## src/rtl/txs_pkg.sv

```systemverilog
package txs_pkg;
  localparam int NSLOT  = 4;
  localparam int SLOT_W = 2;
  localparam int SIZE_W = 13;
  localparam int THR_W  = 6;
  localparam logic [7:0] STAT_BASE = 8'h10;
  localparam logic [7:0] ADDR_BASE = 8'h20;
  localparam int B_OWN = 13;
  localparam int B_UND = 14;
  localparam int B_OK  = 15;
  localparam int B_ABT = 30;

  typedef struct packed {
    logic ok;
    logic und;
    logic abt;
  } fin_t;
endpackage

```

## src/rtl/txs_slot_regs.sv

```systemverilog
module txs_slot_regs
  import txs_pkg::*;
#(
  parameter int ADDR_W = 16
) (
  input  logic                               clk,
  input  logic                               rst,
  input  logic                               wr_en,
  input  logic [7:0]                         wr_addr,
  input  logic [31:0]                        wr_data,
  input  logic [7:0]                         rd_addr,
  output logic [31:0]                        rd_data,
  input  logic                               fin_valid,
  input  logic [SLOT_W-1:0]                  fin_slot,
  input  fin_t                               fin_res,
  output logic [NSLOT-1:0]                   busy_o,
  output logic [NSLOT-1:0][SIZE_W-1:0]       size_o,
  output logic [NSLOT-1:0][ADDR_W-1:0]       start_o,
  output logic [NSLOT-1:0][31:0]             stat_o
);
  for (genvar i = 0; i < NSLOT; i++) begin : g_slot
    localparam logic [7:0] ST_OFF = STAT_BASE + 8'(4 * i);
    localparam logic [7:0] AD_OFF = ADDR_BASE + 8'(4 * i);
    logic [SIZE_W-1:0] size_q;
    logic [THR_W-1:0]  thr_q;
    logic              own_q, und_q, ok_q, abt_q, busy_q;
    logic [ADDR_W-1:0] start_q;
    logic              st_hit, ad_hit, fin_hit;

    assign st_hit  = wr_en && (wr_addr == ST_OFF);
    assign ad_hit  = wr_en && (wr_addr == AD_OFF);
    assign fin_hit = fin_valid && (fin_slot == SLOT_W'(i));

    always_ff @(posedge clk) begin
      if (rst) begin
        size_q  <= '0;
        thr_q   <= '0;
        own_q   <= 1'b0;
        und_q   <= 1'b0;
        ok_q    <= 1'b0;
        abt_q   <= 1'b0;
        busy_q  <= 1'b0;
        start_q <= '0;
      end else begin
        if (fin_hit) begin
          busy_q <= 1'b0;
          own_q  <= 1'b1;
          ok_q   <= fin_res.ok;
          und_q  <= fin_res.und;
          abt_q  <= fin_res.abt;
        end else if (st_hit && !busy_q) begin
          size_q <= wr_data[SIZE_W-1:0];
          thr_q  <= wr_data[16 +: THR_W];
          own_q  <= 1'b0;
          und_q  <= 1'b0;
          ok_q   <= 1'b0;
          abt_q  <= 1'b0;
          busy_q <= 1'b1;
        end
        if (ad_hit && !busy_q) begin
          start_q <= {wr_data[ADDR_W-1:2], 2'b00};
        end
      end
    end

    assign busy_o[i]  = busy_q;
    assign size_o[i]  = size_q;
    assign start_o[i] = start_q;
    assign stat_o[i]  = {1'b0, abt_q, 1'b0, 7'b0, thr_q, ok_q, und_q, own_q, size_q};
  end

  always_ff @(posedge clk) begin
    if (rst) begin
      rd_data <= '0;
    end else begin
      rd_data <= '0;
      for (int k = 0; k < NSLOT; k++) begin
        if (rd_addr == STAT_BASE + 8'(4 * k)) rd_data <= stat_o[k];
        if (rd_addr == ADDR_BASE + 8'(4 * k)) rd_data <= 32'(start_o[k]);
      end
    end
  end
endmodule

```

## src/rtl/txs_engine.sv

```systemverilog
module txs_engine
  import txs_pkg::*;
#(
  parameter int ADDR_W  = 16,
  parameter int MAX_LEN = 1792
) (
  input  logic                         clk,
  input  logic                         rst,
  input  logic [NSLOT-1:0]             busy,
  input  logic [NSLOT-1:0][SIZE_W-1:0] size,
  input  logic [NSLOT-1:0][ADDR_W-1:0] start,
  output logic                         mem_rd_en,
  output logic [ADDR_W-3:0]            mem_rd_addr,
  input  logic [31:0]                  mem_rd_data,
  output logic                         tx_valid,
  output logic [7:0]                   tx_data,
  output logic                         tx_last,
  input  logic                         tx_ready,
  input  logic                         fault_underrun,
  input  logic                         fault_abort,
  output logic                         fin_valid,
  output logic [SLOT_W-1:0]            fin_slot,
  output fin_t                         fin_res,
  output logic                         ev_ok,
  output logic                         ev_err
);
  typedef enum logic [2:0] {E_IDLE, E_FETCH, E_WAIT, E_SEND, E_FIN} est_t;

  est_t              st;
  logic [SLOT_W-1:0] cur;
  logic [ADDR_W-3:0] waddr;
  logic [SIZE_W-1:0] left;
  logic [1:0]        lane;
  logic [31:0]       word_q;
  logic              und_q, abt_q;
  logic              in_frame;

  assign in_frame = (st == E_FETCH) || (st == E_WAIT) || (st == E_SEND);

  always_ff @(posedge clk) begin
    if (rst) begin
      st     <= E_IDLE;
      cur    <= '0;
      waddr  <= '0;
      left   <= '0;
      lane   <= '0;
      word_q <= '0;
      und_q  <= 1'b0;
      abt_q  <= 1'b0;
      ev_ok  <= 1'b0;
      ev_err <= 1'b0;
    end else begin
      ev_ok  <= 1'b0;
      ev_err <= 1'b0;
      case (st)
        E_IDLE: begin
          if (busy[cur]) begin
            und_q <= 1'b0;
            if (size[cur] == '0 || 32'(size[cur]) > MAX_LEN) begin
              abt_q <= 1'b1;
              st    <= E_FIN;
            end else begin
              abt_q <= 1'b0;
              left  <= size[cur];
              waddr <= start[cur][ADDR_W-1:2];
              st    <= E_FETCH;
            end
          end
        end
        E_FETCH: begin
          if (fault_abort) begin
            abt_q <= 1'b1;
            st    <= E_FIN;
          end else begin
            st <= E_WAIT;
          end
        end
        E_WAIT: begin
          word_q <= mem_rd_data;
          lane   <= '0;
          if (fault_abort) begin
            abt_q <= 1'b1;
            st    <= E_FIN;
          end else begin
            st <= E_SEND;
          end
        end
        E_SEND: begin
          if (fault_abort) begin
            abt_q <= 1'b1;
            st    <= E_FIN;
          end else if (tx_ready) begin
            if (left == SIZE_W'(1)) begin
              st <= E_FIN;
            end else begin
              left <= left - SIZE_W'(1);
              if (lane == 2'd3) begin
                waddr <= waddr + 1'b1;
                st    <= E_FETCH;
              end else begin
                lane <= lane + 2'd1;
              end
            end
          end
        end
        E_FIN: begin
          ev_ok  <= !abt_q;
          ev_err <= abt_q;
          cur    <= cur + 1'b1;
          st     <= E_IDLE;
        end
        default: st <= E_IDLE;
      endcase
      if (fault_underrun && in_frame) und_q <= 1'b1;
    end
  end

  assign mem_rd_en   = (st == E_FETCH);
  assign mem_rd_addr = waddr;
  assign tx_valid    = (st == E_SEND);
  assign tx_data     = word_q[lane*8 +: 8];
  assign tx_last     = (st == E_SEND) && (left == SIZE_W'(1));
  assign fin_valid   = (st == E_FIN);
  assign fin_slot    = cur;
  assign fin_res     = '{ok: !abt_q, und: und_q, abt: abt_q};
endmodule

```

## src/rtl/txslot_engine.sv

```systemverilog
module txslot_engine
  import txs_pkg::*;
#(
  parameter int ADDR_W  = 16,
  parameter int MAX_LEN = 1792
) (
  input  logic              clk,
  input  logic              rst,
  input  logic              reg_wr_en,
  input  logic [7:0]        reg_addr,
  input  logic [31:0]       reg_wdata,
  input  logic [7:0]        reg_rd_addr,
  output logic [31:0]       reg_rdata,
  output logic              mem_rd_en,
  output logic [ADDR_W-3:0] mem_rd_addr,
  input  logic [31:0]       mem_rd_data,
  output logic              tx_valid,
  output logic [7:0]        tx_data,
  output logic              tx_last,
  input  logic              tx_ready,
  input  logic              fault_underrun,
  input  logic              fault_abort,
  output logic              irq_tx_ok,
  output logic              irq_tx_err
);
  logic [NSLOT-1:0]             busy_w;
  logic [NSLOT-1:0][SIZE_W-1:0] size_w;
  logic [NSLOT-1:0][ADDR_W-1:0] start_w;
  logic [NSLOT-1:0][31:0]       stat_w;
  logic                         fin_valid_w;
  logic [SLOT_W-1:0]            fin_slot_w;
  fin_t                         fin_res_w;

  txs_slot_regs #(.ADDR_W(ADDR_W)) regs_i (
    .clk(clk), .rst(rst),
    .wr_en(reg_wr_en), .wr_addr(reg_addr), .wr_data(reg_wdata),
    .rd_addr(reg_rd_addr), .rd_data(reg_rdata),
    .fin_valid(fin_valid_w), .fin_slot(fin_slot_w), .fin_res(fin_res_w),
    .busy_o(busy_w), .size_o(size_w), .start_o(start_w), .stat_o(stat_w)
  );

  txs_engine #(.ADDR_W(ADDR_W), .MAX_LEN(MAX_LEN)) eng_i (
    .clk(clk), .rst(rst),
    .busy(busy_w), .size(size_w), .start(start_w),
    .mem_rd_en(mem_rd_en), .mem_rd_addr(mem_rd_addr), .mem_rd_data(mem_rd_data),
    .tx_valid(tx_valid), .tx_data(tx_data), .tx_last(tx_last), .tx_ready(tx_ready),
    .fault_underrun(fault_underrun), .fault_abort(fault_abort),
    .fin_valid(fin_valid_w), .fin_slot(fin_slot_w), .fin_res(fin_res_w),
    .ev_ok(irq_tx_ok), .ev_err(irq_tx_err)
  );
endmodule

```

## config.mk

```make
export PLATFORM = sky130hd
export DESIGN_NAME = txslot_engine
export DESIGN_NICKNAME = d
export VERILOG_FILES = /design/src/rtl/txs_pkg.sv /design/src/rtl/txs_slot_regs.sv /design/src/rtl/txs_engine.sv /design/src/rtl/txslot_engine.sv
export SDC_FILE = /design/constraint.sdc
export NUM_CORES = 1
export LEC_CHECK = 0
export CAP_MARGIN = 20
export CORE_UTILIZATION = 45
export DETAILED_ROUTE_END_ITERATION = 16
export DONT_BUFFER_PORTS = 1
export PLACE_DENSITY_LB_ADDON = 0.3
export SYNTH_ARGS = -nofsm -noshare
export SYNTH_HDL_FRONTEND = slang
export SYNTH_SLANG_ARGS = --single-unit
```

## constraint.sdc

```tcl
create_clock -name clk -period 2.9 [get_ports clk]
set_input_delay 0.145 -clock clk [delete_from_list [all_inputs] [get_ports clk]]
set_output_delay 0.145 -clock clk [all_outputs]
set_load 0.005 [all_outputs]
```

Word-level counts from Yosys, hierarchy flattened. Index checks and enable logic that the tools add are counted.

Word-level logic and storage cells: 221. Register bits after elaboration: 254. Bits of input ports: 86.

Equality and inequality tests: 35. Add/subtract/negate cells: 4. Mux-type cells: 68. Reductions and logical operators: 60. Bitwise operators: 5. Shift operators: 1. Magnitude comparators: 2.

Operators with widths (number): two-way mux 31 bit (7); two-way mux 14 bit (6); two-way mux 13 bit (6); equality test 8 x 5 -> 1 bit, second input constant (8); equality test 8 x 6 -> 1 bit, second input constant (8); binary-select mux 16 bit (select 2 bit) (1); two-way mux 16 bit (2); indexed part select 32 x 6 -> 8 bit (1); one-hot mux 14 bit (2 select lines) (1); two-way mux 1 bit (27); binary-select mux 13 bit (select 2 bit) (1); one-hot mux 13 bit (2 select lines) (1); two-way mux 3 bit (8); logical AND 1 bit (22); nonzero test 2 bit (9); adder 14 x 1 -> 14 bit, second input constant (1); equality test 13 x 1 -> 1 bit, second input constant (1); greater-than comparator 13 x 11 -> 1 bit, second input constant (1); logical NOT 13 bit (1); subtractor 13 x 1 -> 13 bit, second input constant (1); one-hot mux 3 bit (4 select lines) (1); OR reduction 2 bit (6); AND reduction 2 bit (5); two-way mux 2 bit (4); 25 further kinds (46).

Depth between registers and ports, before layout. Gate-level depths: netlist of the first run.

Word-level depth: 9. Mapped depth: 11. Depth with buffers taken out: 8.

Hierarchy. Synthesis of the first run repeated with hierarchy kept, for this count alone.

Cells, all modules: 1513. Area total of the unflattened synthesis: 12700.9 um2.

By module, submodules not included: txs_slot_regs (times used 1, area an instance 8434.3 um2, sequential area each 3503.4 um2, cells each 1016); txs_engine (times used 1, area an instance 4266.6 um2, sequential area each 1401.3 um2, cells each 497).

Worst setup path before layout of the first run. No wires, ideal clock.

Kind: register -> register. Start: register eng_i.cur[0] (netlist: eng_i.fin_slot[0]). End: register regs_i.g_slot[0].size_q[0]. Path slack: 0.163 ns. Setup time: 0.128 ns. Data arrival time: 2.610 ns. Cell stages (with the launch flop): 11. Period minus slack after synthesis: 2.737 ns. Cell sequence: dfxtp_1 > buf_2 > buf_4 > buf_1 > inv_1 > ha_1 > nand2_1 > nand2_1 > buf_2 > mux2i_1 > nor2_1.

Cells in the longest elaborated chain, start to end: 4.

RTL lines: start, declared (line txs_engine.sv:30) `logic [SLOT_W-1:0] cur;`; start signal, assigned (line txs_engine.sv:109) `cur <= cur + 1'b1;`; logical NOT 2 bit (line txs_slot_regs.sv:32) `assign fin_hit = fin_valid && (fin_slot == SLOT_W'(i));`; logical AND 1 bit (line txs_slot_regs.sv:32); NOT 1 bit (no source line); AND reduction 2 bit (no source line); end signal, assigned (line txs_slot_regs.sv:52) `size_q <= wr_data[SIZE_W-1:0];`; end, declared (line txs_slot_regs.sv:24) `logic [SIZE_W-1:0] size_q;`.

Every way passes these cells. A chain may end at the register's enable or synchronous reset.

Worst setup path after layout of the first run.
Start: register eng_i.cur[1] (netlist: eng_i.fin_slot[1]). End: register eng_i.waddr[3] (netlist: eng_i.mem_rd_addr[3]).

Cells in the longest elaborated chain, start to end: 6. Elaborated cells on any way between the ends: 15. Those cells by class: order compare: 1; eq/ne: 2; mux: 9; reduce/logical: 3.

RTL lines: binary-select mux 13 bit (select 2 bit) (line txs_engine.sv:59) `if (size[cur] == '0 || 32'(size[cur]) > MAX_LEN) begin`; two-way mux 13 bit (not written as such) (line txs_engine.sv:59); greater-than comparator 13 x 11 -> 1 bit / logical NOT 13 bit (equally long branches) (line txs_engine.sv:59); logical OR 1 bit (line txs_engine.sv:59); != test 2 bit (no source line); AND reduction 7 bit (no source line); end signal, assigned (line txs_engine.sv:65) `waddr <= start[cur][ADDR_W-1:2];`; end signal, assigned (line txs_engine.sv:98) `waddr <= waddr + 1'b1;`; end, declared (line txs_engine.sv:31) `logic [ADDR_W-3:0] waddr;`.

Parallel ways exist; a longest one is shown, timed or not. The select of a mux whose other input is x is not followed.

==> flow_summary.ini, run 1 <==
[detailed_routing]
remaining_drc_errors = 0
dr.pass1.iters = 6
first_iter_violations = 972
viasPerCell = 6.01
wl_per_cell_um = 20.9
final_antenna_net_count = 0
vias = 9788
drt_wl_total_um = 34000

[power]
power_density_nw_per_um2 = 527
irDropWorstVdd_v = 0.000362
p_leak_uw = 0.00568
totalPowerFinal_uw = 7190

[hold_path]
hold_class = input pin to flop
holdPathStages = 3
min-delay-start = reg_wr_en
min_to = regs_i.g_slot[3].busy_q

[synthesis]
synth_top_area_cell = dfxtp_1
synth_cell_type_count = 66
ys_seq_elements = 245
synth.most_common_cell = dfxtp_1
netlist_area_um2 = 11300
synth_area_leaders = dfxtp_1 44%, mux2i_1 12%, nor2_1 5.5%, mux4_2 5.2%, nand2_1 4.1%
synth-edff-count = 0
yosys_warnings = 0
synth_area_per_cell_um2 = 9.36
async_reset_ff_frac = 0
yosysTopAreaCellShare = 0.435
synth_cells = 1204
ys.flop_type = dfxtp_1
ys_seq_area_frac = 0.435
ys_top_cells_by_count = 245 x dfxtp_1, 165 x nor2_1, 134 x mux2i_1

[clock_network]
clk_latency_ps = 540
cts-root-buf = clkbuf_16
clock_path_buffers = 3
cts.clk_slew.worst_paths_ps = 60
cts_tree = yes
h-tree-depth = 1
cts_sinks = 245
cts_buffers = 27

[die]
core_um2 = 24500
dieArea_um2 = 25700
rows = 57
die_h_um = 160
io_pins = 145
start_util = 0.460
die_x_um = 160

[timing]
hold_viol = 0
rsz0062_at_grt = yes
finalSetupViolations = 0
drv_slew = 0
clock_skew_ps = 20.3
period_needed_ps = 2820
clock.fmax_ghz = 0.355
max_slew_margin = 0.492
worst_slew_pin_slew_ps = 762
period_share = 0.971

[cells_and_area]
drive_gt1_frac = 0.127
nets = 1377
fillers = 2159
fin_util = 0.558
syn_to_final_growth_pct = 21.1

[placement]
io_buffers = 0
gp_congestion = 0.885
dp_hpwl_um = 20700

[global_route]
grt_pass1_vias = 9449
antenna_found_initial = 4
grt_pass1_wl_um = 53000
groute.usage.overall = 0.260
overflow = 0
grt_max_degree = 157

[worst_setup_path]
worstPathArrival_ps = 3290
timing.rr.end = eng_i.mem_rd_addr[3]
end_kind = flop
crit_fanout = 6
crit_type = flop to flop
reg2reg_depth = 6
crit_path_start_kind = flop
cp.required_ps = 3370
reg2reg_slack_ps = 80
crit-reg2reg-launch = eng_i.fin_slot[1]

[job]
cap_violations = 0

[status]
status = complete, no violations
worst max-delay path: stages, from the launching register on:
cell and delay [ps]:
dfxtp_4 380, mux4_2 550, or4_1 520, a211o_2 380, a211o_1 440, a21oi_2 310
a32o_2 170
per-stage QoR:
| stage | hold slack [ps] | instance area [µm²] | setup slack, ps | setup TNS [ps] | cells |
|---|---|---|---|---|---|
| 3_5_place_dp | 252 | 11800 | -30.4 | -144 | 1490 |
| 2_1_floorplan | 281 | 11300 | 163 | 0 | 1212 |
| 6_report | 32.8 | 13600 | 83.5 | 0 | 1628 |
| 3_3_place_gp | 267 | 11800 | -18.8 | -46.4 | 1489 |
| 4_1_cts | 13.8 | 13600 | 31.9 | 0 | 1619 |
| 5_1_grt | 60.0 | 13600 | -7.40 | -27.1 | 1628 |
per-layer routing:
layer	global-route usage	vias to the layer above	wire, µm
li1	-	4522	-
met3	0.0431	86	3130
met4	0.0883	2	946
met1	0.360	4698	14700
met5	0	-	13
met2	0.410	480	15300
worst max path at each step:
| stage | from | endpoint | slack (ps) | depth (start not counted) |
|---|---|---|---|---|
| 2_1_floorplan | eng_i.fin_slot[0] | regs_i.g_slot[0].size_q[0] | 160 | 10 |
| 3_3_place_gp | eng_i.fin_slot[1] | eng_i.mem_rd_addr[11] | -20 | 7 |
| 3_5_place_dp | eng_i.fin_slot[1] | eng_i.mem_rd_addr[9] | -30 | 8 |
| 4_1_cts | eng_i.left[0] | eng_i.st[1] | 30 | 9 |
| 5_1_grt | eng_i.fin_slot[1] | eng_i.mem_rd_addr[8] | -7 | 10 |
| 6_report | eng_i.fin_slot[1] | eng_i.mem_rd_addr[3] | 80 | 6 |
layout make-up:
| class | instances | area (µm²) | area share |
|---|---|---|---|
| Timing Repair Buffer | 140 | 1350 | 0.0988 |
| Clock buffer | 42 | 832 | 0.0610 |
| Sequential cell | 245 | 4910 | 0.360 |
| Inverter | 15 | 56.3 | 0.00413 |
| Tap cell | 324 | 405 | 0.0297 |
| Multi-Input combinational cell | 854 | 5970 | 0.438 |
| Antenna cell | 2 | 5.00 | 0.000367 |
| Clock inverter | 6 | 111 | 0.00816 |
power breakdown:
group / total (µW) / internal (µW) / switching, µW / leakage (µW)
Sequential: 3370 / 3370 / 3.99 / 0.00197
Clock: 3640 / 2220 / 1410 / 0.000462
Combinational: 182 / 65.3 / 116 / 0.00325
Total: 7190 / 5660 / 1530 / 0.00568
cells by family (layout without fill, tap and decap cells):
logic type / Yosys count / count (layout) / synth area share
multiplexers: 170 / 170 / 0.194
flip-flops: 245 / 245 / 0.435
buffers and inverters: 114 / 203 / 0.0443
AO/OA/AOI/OAI: 263 / 264 / 0.156
AND/OR/NAND/NOR: 403 / 403 / 0.161
adder cells (fa/ha/maj): 8 / 8 / 0.00889
other: 1 / 11 / 0.000333
sequential cells by signal, indices dropped and copies added (netlist names), 2 cells and up:
register / cells
eng_i.mem_rd_addr: 14
eng_i.lane: 2
eng_i.left: 13
regs_i.g_slot.own_q: 4
regs_i.g_slot.und_q: 4
eng_i.st: 3
regs_i.g_slot.ok_q: 4
regs_i.g_slot.start_q: 56
regs_i.g_slot.busy_q: 4
eng_i.word_q: 32
regs_i.g_slot.thr_q: 24
eng_i.fin_slot: 2
regs_i.g_slot.abt_q: 4
regs_i.rd_data: 23
regs_i.g_slot.size_q: 52
layout by cell type (no fill, tap or decap), drive strengths merged, types with 20 or more instances in the layout:
master and instances:
dfxtp 245, mux4 36, o21ai 29, and3 20, a21oi 92, mux2i 134, nand2 123, a22oi 32
nand3 20, nor2 166, buf 61, clkbuf 42, dlygate4sd3 79
timing repair:
action,CTS,global route
hold endpoints to repair,206,1
cloned,0,2
pin swaps,1,6
gates resized for setup,3,13
hold buffers,80,1
setup buffers,1,5
endpoints found under the setup margin,15,26
(Power assumes the default switching activity.)
==> run 2: changes to the inputs <==
--- a/config.mk
+++ b/config.mk
@@ -9,6 +9,7 @@
 export CORE_UTILIZATION = 45
 export DETAILED_ROUTE_END_ITERATION = 16
 export DONT_BUFFER_PORTS = 1
+export GPL_TIMING_DRIVEN = 0
 export PLACE_DENSITY_LB_ADDON = 0.3
 export SYNTH_ARGS = -nofsm -noshare
 export SYNTH_HDL_FRONTEND = slang
==> flow_summary.ini, run 2 (synthesis gave the netlist of run 1 again) <==
[status]
status = complete, but fails checks
violations = setup timing

[global_route]
grt_util_met2 = 0.446
antenna_found_initial = 3
grt_use_met1 = 0.375
grt_busiest_layer = met2
met3_usage = 0.0719
grt_pass1_wl_um = 56600
groute.usage.overall = 0.285
overflow = 0
grt_max_degree = 15
grt_pass1_vias = 9716

[timing]
period_share = 1.02
max_slew_margin = 0.348
hold_viol = 0
clock.fmax_ghz = 0.338
fin_ws_ps = -57.8
finalSetupViolations = 6
worst_slew_pin_slew_ps = 970
rsz0062_at_grt = yes
drv_slew = 0
clock_skew_ps = 12.2
period_needed_ps = 2960

[clock_network]
clock_path_buffers = 3
cts_tree = yes
cts-root-buf = clkbuf_16
cts.clk_slew.worst_paths_ps = 60
cts_buffers = 28
clk_latency_ps = 550
h-tree-depth = 1
cts_sinks = 245

[cells_and_area]
finish.instance_area_um2 = 13400
drive_gt1_frac = 0.111
regMostFlops = regs_i.g_slot.start_q
fin_cells = 1660
largest_register_ffs = 56
layout_commonest_cell = dfxtp_1
syn_to_final_growth_pct = 19.0
top_regs = regs_i.g_slot.start_q (56), regs_i.g_slot.size_q (52), eng_i.word_q (32)
nets = 1407
final_cell_mix = 243 x dfxtp_1, 164 x nor2_1, 134 x mux2i_1, 120 x nand2_1, 90 x a21oi_1

[die]
dieArea_um2 = 25700
rows = 57
io_pins = 145
start_util = 0.460
die_h_um = 160
core_um2 = 24500
die_x_um = 160

[worst_setup_path]
worstPathArrival_ps = 3380
crit_fanout = 7
cp.required_ps = 3320
crit_type = flop to flop
crit-reg2reg-launch = eng_i.fin_slot[1]
end_kind = flop
cpMostUsedCell = buf_12
max_stage_delay_ps = 470
cp_slowest_cell = or4_4
crit_path_start_kind = flop
cp-startpoint = eng_i.fin_slot[1]
path_cells = buf_12 > buf_12 > mux4_2 > or4_4 > a211o_4 > a211oi_4 > buf_4 > nor3_4 > a221o_1

[power]
p_sw_uw = 1600
combPwrFrac = 0.036
power_density_nw_per_um2 = 524
irDropWorstVdd_v = 0.000450
p_int_uw = 5420
switching_share = 0.228
p_leak_uw = 0.00536
p_seq_frac = 0.480
clkPwrFrac = 0.484

[placement]
post-place-cells = 1537
dpl_cell_area_um2 = 11700
dp_hpwl_um = 24500
io_buffers = 0
gp_congestion = 0.911
place_ws_ps = -1190

[hold_path]
hold_class = input pin to flop
min-delay-start = reg_wdata[6]

[detailed_routing]
remaining_drc_errors = 0
viasPerCell = 6.12
vias = 10200
dr.pass1.iters = 5
drt_wl_total_um = 37300
first_iter_violations = 1124
wl_per_cell_um = 22.5
final_antenna_net_count = 0

[job]
cap_violations = 0
==> run 2: worst paths after layout <==
| check | end | slack (ps) | cells after the start |
|---|---|---|---|
| setup / recovery | eng_i.mem_rd_addr[8] | -60 | 9 |
| hold / removal | regs_i.g_slot[0].size_q[6] | 20 | 3 |
| hold reg to reg | eng_i.word_q[13] | 450 | 2 |
| setup reg to reg | eng_i.mem_rd_addr[8] | -60 | 9 |
==> run 2: power groups by stage <==
stage,clock network (µW),logic [µW],registers (µW)
after floorplan,0,114,3450
after global placement,0,176,3450
after detailed placement,0,177,3450
after CTS,3450,244,3370
after global routing,3580,265,3370
final,3400,254,3370
==> run 2: layer usage <==
layer | part of all wire | up-vias
met3 | 0.10 | 103
met4 | 0.035 | 4
li1 | - | 4586
met2 | 0.45 | 578
met1 | 0.41 | 4889
met5 | 0.00075 | -
==> run 2: stage by stage <==
| step | power [µW] | TNS [ps] | utilization | hold WS [ps] |
|---|---|---|---|---|
| 4_1_cts | 7070 | 0 | 0.545 | 0.0232 |
| 3_3_place_gp | 3620 | -51810 | 0.478 | 284 |
| 3_5_place_dp | 3620 | -53910 | 0.478 | 288 |
| 5_1_grt | 7220 | -1070 | 0.548 | 30.4 |
| 2_1_floorplan | 3560 | 0 | - | 281 |
| 6_report | 7030 | -159 | 0.548 | 19.4 |
==> run 2: layout make-up <==
class	count	area (µm²)
multi-input combinational	853	5950
tap	324	405
buffer	98	480
clock inverter	10	72.6
inverter	15	56.3
clock buffer	42	823
fill	2219	11100
antenna	1	2.50
timing repair buffer	72	706
sequential	245	4910
==> run 2: timing repair <==
action                                  CTS  global route
hold buffers                             50             0
setup buffers                            14             5
gates cloned                              2             0
pin swaps                                 7             4
resized for setup                        36            14
hold endpoints to repair                101             0
endpoints found under the setup margin   96            68
==> run 2: worst max-delay path, delay by kind of cell (launching register included) <==
| family | cells | cell delay (ps) |
|---|---|---|
| buffers and inverters | 3 | 470 |
| AND/OR/NAND/NOR | 2 | 520 |
| flip-flops | 1 | 420 |
| AO/OA/AOI/OAI | 3 | 1040 |
| multiplexers | 1 | 370 |
==> run 3: changes to the inputs <==
--- a/config.mk
+++ b/config.mk
@@ -5,12 +5,14 @@
 export SDC_FILE = /design/constraint.sdc
 export NUM_CORES = 1
 export LEC_CHECK = 0
+export ABC_AREA = 1
 export CAP_MARGIN = 20
 export CORE_UTILIZATION = 45
 export DETAILED_ROUTE_END_ITERATION = 16
 export DONT_BUFFER_PORTS = 1
 export GPL_TIMING_DRIVEN = 0
 export PLACE_DENSITY_LB_ADDON = 0.3
+export SLEW_MARGIN = 20
 export SYNTH_ARGS = -nofsm -noshare
 export SYNTH_HDL_FRONTEND = slang
 export SYNTH_SLANG_ARGS = --single-unit
==> flow_summary.ini, run 3 <==
[status]
status = complete, no violations

[worst_setup_path]
worstPathArrival_ps = 3180
path_cells = buf_2 > inv_2 > buf_2 > ha_1 > nand2_1 > inv_1 > nor2_4 > clkinvlp_4 > clkbuf_1 > nor2_1 > nor2_1
crit_type = flop to flop
max_stage_delay_ps = 370
cp_slowest_cell = dfxtp_1
end_kind = flop
crit_fanout = 20
crit_path_start_kind = flop
cp.required_ps = 3340

[die]
dieArea_um2 = 26300
die_h_um = 162
start_util = 0.458
core_um2 = 25200
die_x_um = 162
io_pins = 145
rows = 58

[global_route]
grt_max_degree = 21
grt_pass1_vias = 11000
grt_pass1_wl_um = 61400
groute.usage.overall = 0.303
overflow = 0
antenna_found_initial = 1

[synthesis]
synth.most_common_cell = nor2_1
synth_area_leaders = dfxtp_1 43%, o21ai_0 10%, nor2_1 10%, nand2_1 7.3%, a21oi_1 6.8%
synth_area_per_cell_um2 = 6.86
async_reset_ff_frac = 0
synth_cell_type_count = 45
ys.flop_type = dfxtp_1
ys_seq_area_frac = 0.425
netlist_area_um2 = 11500
ys_top_cells_by_count = 313 x nor2_1, 245 x dfxtp_1, 240 x o21ai_0
synth_top_area_cell = dfxtp_1
ys_seq_elements = 245
yosys_warnings = 0
synth_cells = 1683
yosysTopAreaCellShare = 0.425
synth-edff-count = 0

[cells_and_area]
largest_register_ffs = 56
drive_gt1_frac = 0.0595
fillers = 2502
diodes = 0
layout_commonest_cell = nor2_1
top_regs = regs_i.g_slot.start_q (56), regs_i.g_slot.size_q (52), eng_i.word_q (32)
syn_to_final_growth_pct = 16.5
nets = 1872
regMostFlops = regs_i.g_slot.start_q
final_cell_mix = 312 x nor2_1, 245 x dfxtp_1, 240 x o21ai_0, 225 x nand2_1, 160 x inv_1

[timing]
drv_slew = 0
period_needed_ps = 2740
clock_skew_ps = 8.27
clock.fmax_ghz = 0.364
max_slew_margin = 0.463
worst_slew_pin_slew_ps = 805
period_share = 0.946
finalSetupViolations = 0
hold_viol = 0
finalSetupTns_ps = 0
whs_ps = 43.8

[detailed_routing]
viasPerCell = 5.56
drt_wl_total_um = 40000
remaining_drc_errors = 0
first_iter_violations = 1111
wl_per_cell_um = 18.8
final_antenna_net_count = 0
vias = 11800
dr.pass1.iters = 5

[clock_network]
cts_buffers = 27
cts.clk_slew.worst_paths_ps = 60
clock_path_buffers = 3
cts-root-buf = clkbuf_16
cts_sinks = 245
clk_latency_ps = 550
cts_tree = yes
postCtsSetupBuffers = 0
h-tree-depth = 1

[placement]
io_buffers = 0
dp_hpwl_um = 29700
gp_congestion = 0.977

[hold_path]
hold_class = input pin to flop

[power]
p_leak_uw = 0.00552
irDropWorstVdd_v = 0.000605
power_density_nw_per_um2 = 745

[job]
cap_violations = 0
## run 3: repair_timing
action                     in CTS  in global routing
setup endpoints to repair      40                 31
hold endpoints to repair      172                  0
resized for setup               2                  5
hold buffers                   60                  0
## run 3: path summary, 6_finish.rpt
kind / end / cells after the start / slack (ps) / startpoint
max: regs_i.g_slot[1].size_q[12] / 11 / 160 / eng_i.fin_slot[1]
min: regs_i.g_slot[0].busy_q / 4 / 40 / reg_addr[4]
max reg2reg: regs_i.g_slot[1].size_q[12] / 11 / 160 / eng_i.fin_slot[1]
min reg2reg: regs_i.g_slot[1].thr_q[2] / 2 / 450 / regs_i.g_slot[1].thr_q[2]
## run 3: area by class of cell
cell class | count | area, µm² | share of cell area
sequential | 245 | 4900 | 0.365
clock inverter | 7 | 41.3 | 0.00307
multi-input combinational | 1173 | 5560 | 0.413
buffer | 102 | 474 | 0.0353
timing repair buffer | 60 | 601 | 0.0447
tap | 330 | 413 | 0.0307
inverter | 169 | 638 | 0.0474
clock buffer | 41 | 818 | 0.0608
## run 3: cell families (layout without fill, tap and decap cells)
group                    Yosys count  count (layout)  share of synthesized area
AO/OA/AOI/OAI                    474             474                      0.220
XOR/XNOR                          12              12                    0.00911
adder cells (fa/ha/maj)            8               8                    0.00867
buffers and inverters            273             379                     0.0965
flip-flops                       245             245                      0.425
other                              1               9                   0.000325
AND/OR/NAND/NOR                  670             670                      0.240
## run 3: critical path: cells and delay by family, from the launching register on
family,cells,cell delay (ps)
fa+ha+maj,1,270
simple gates,4,620
buf+inv,6,1360
flops,1,370
## run 3: stage by stage
step                      worst slack (ps)  utilization  cell area [µm²]  instances  total power [µW]
after floorplan                        704            -            11600       1691              5800
after global placement                -575        0.476            12000       2021              6570
after detailed placement              -597        0.476            12000       2021              6590
after CTS                             16.5        0.534            13400       2128              9980
after global routing                 -1.46        0.534            13400       2127             10500
final                                  156        0.534            13400       2127             10000
## run 3: where the power goes
| group | leakage, µW | switching, µW | internal, µW |
|---|---|---|---|
| Clock | 0.000428 | 1400 | 1930 |
| Sequential | 0.00197 | 119 | 3490 |
| Combinational | 0.00312 | 2150 | 915 |
## run 3: routing by layer
layer | vias up | track usage | part of all wire
li1 | 5732 | - | -
met1 | 5405 | 0.397 | 0.41
met2 | 584 | 0.477 | 0.44
met3 | 108 | 0.0529 | 0.10
met4 | 2 | 0.157 | 0.049
met5 | - | 0 | 0.00043
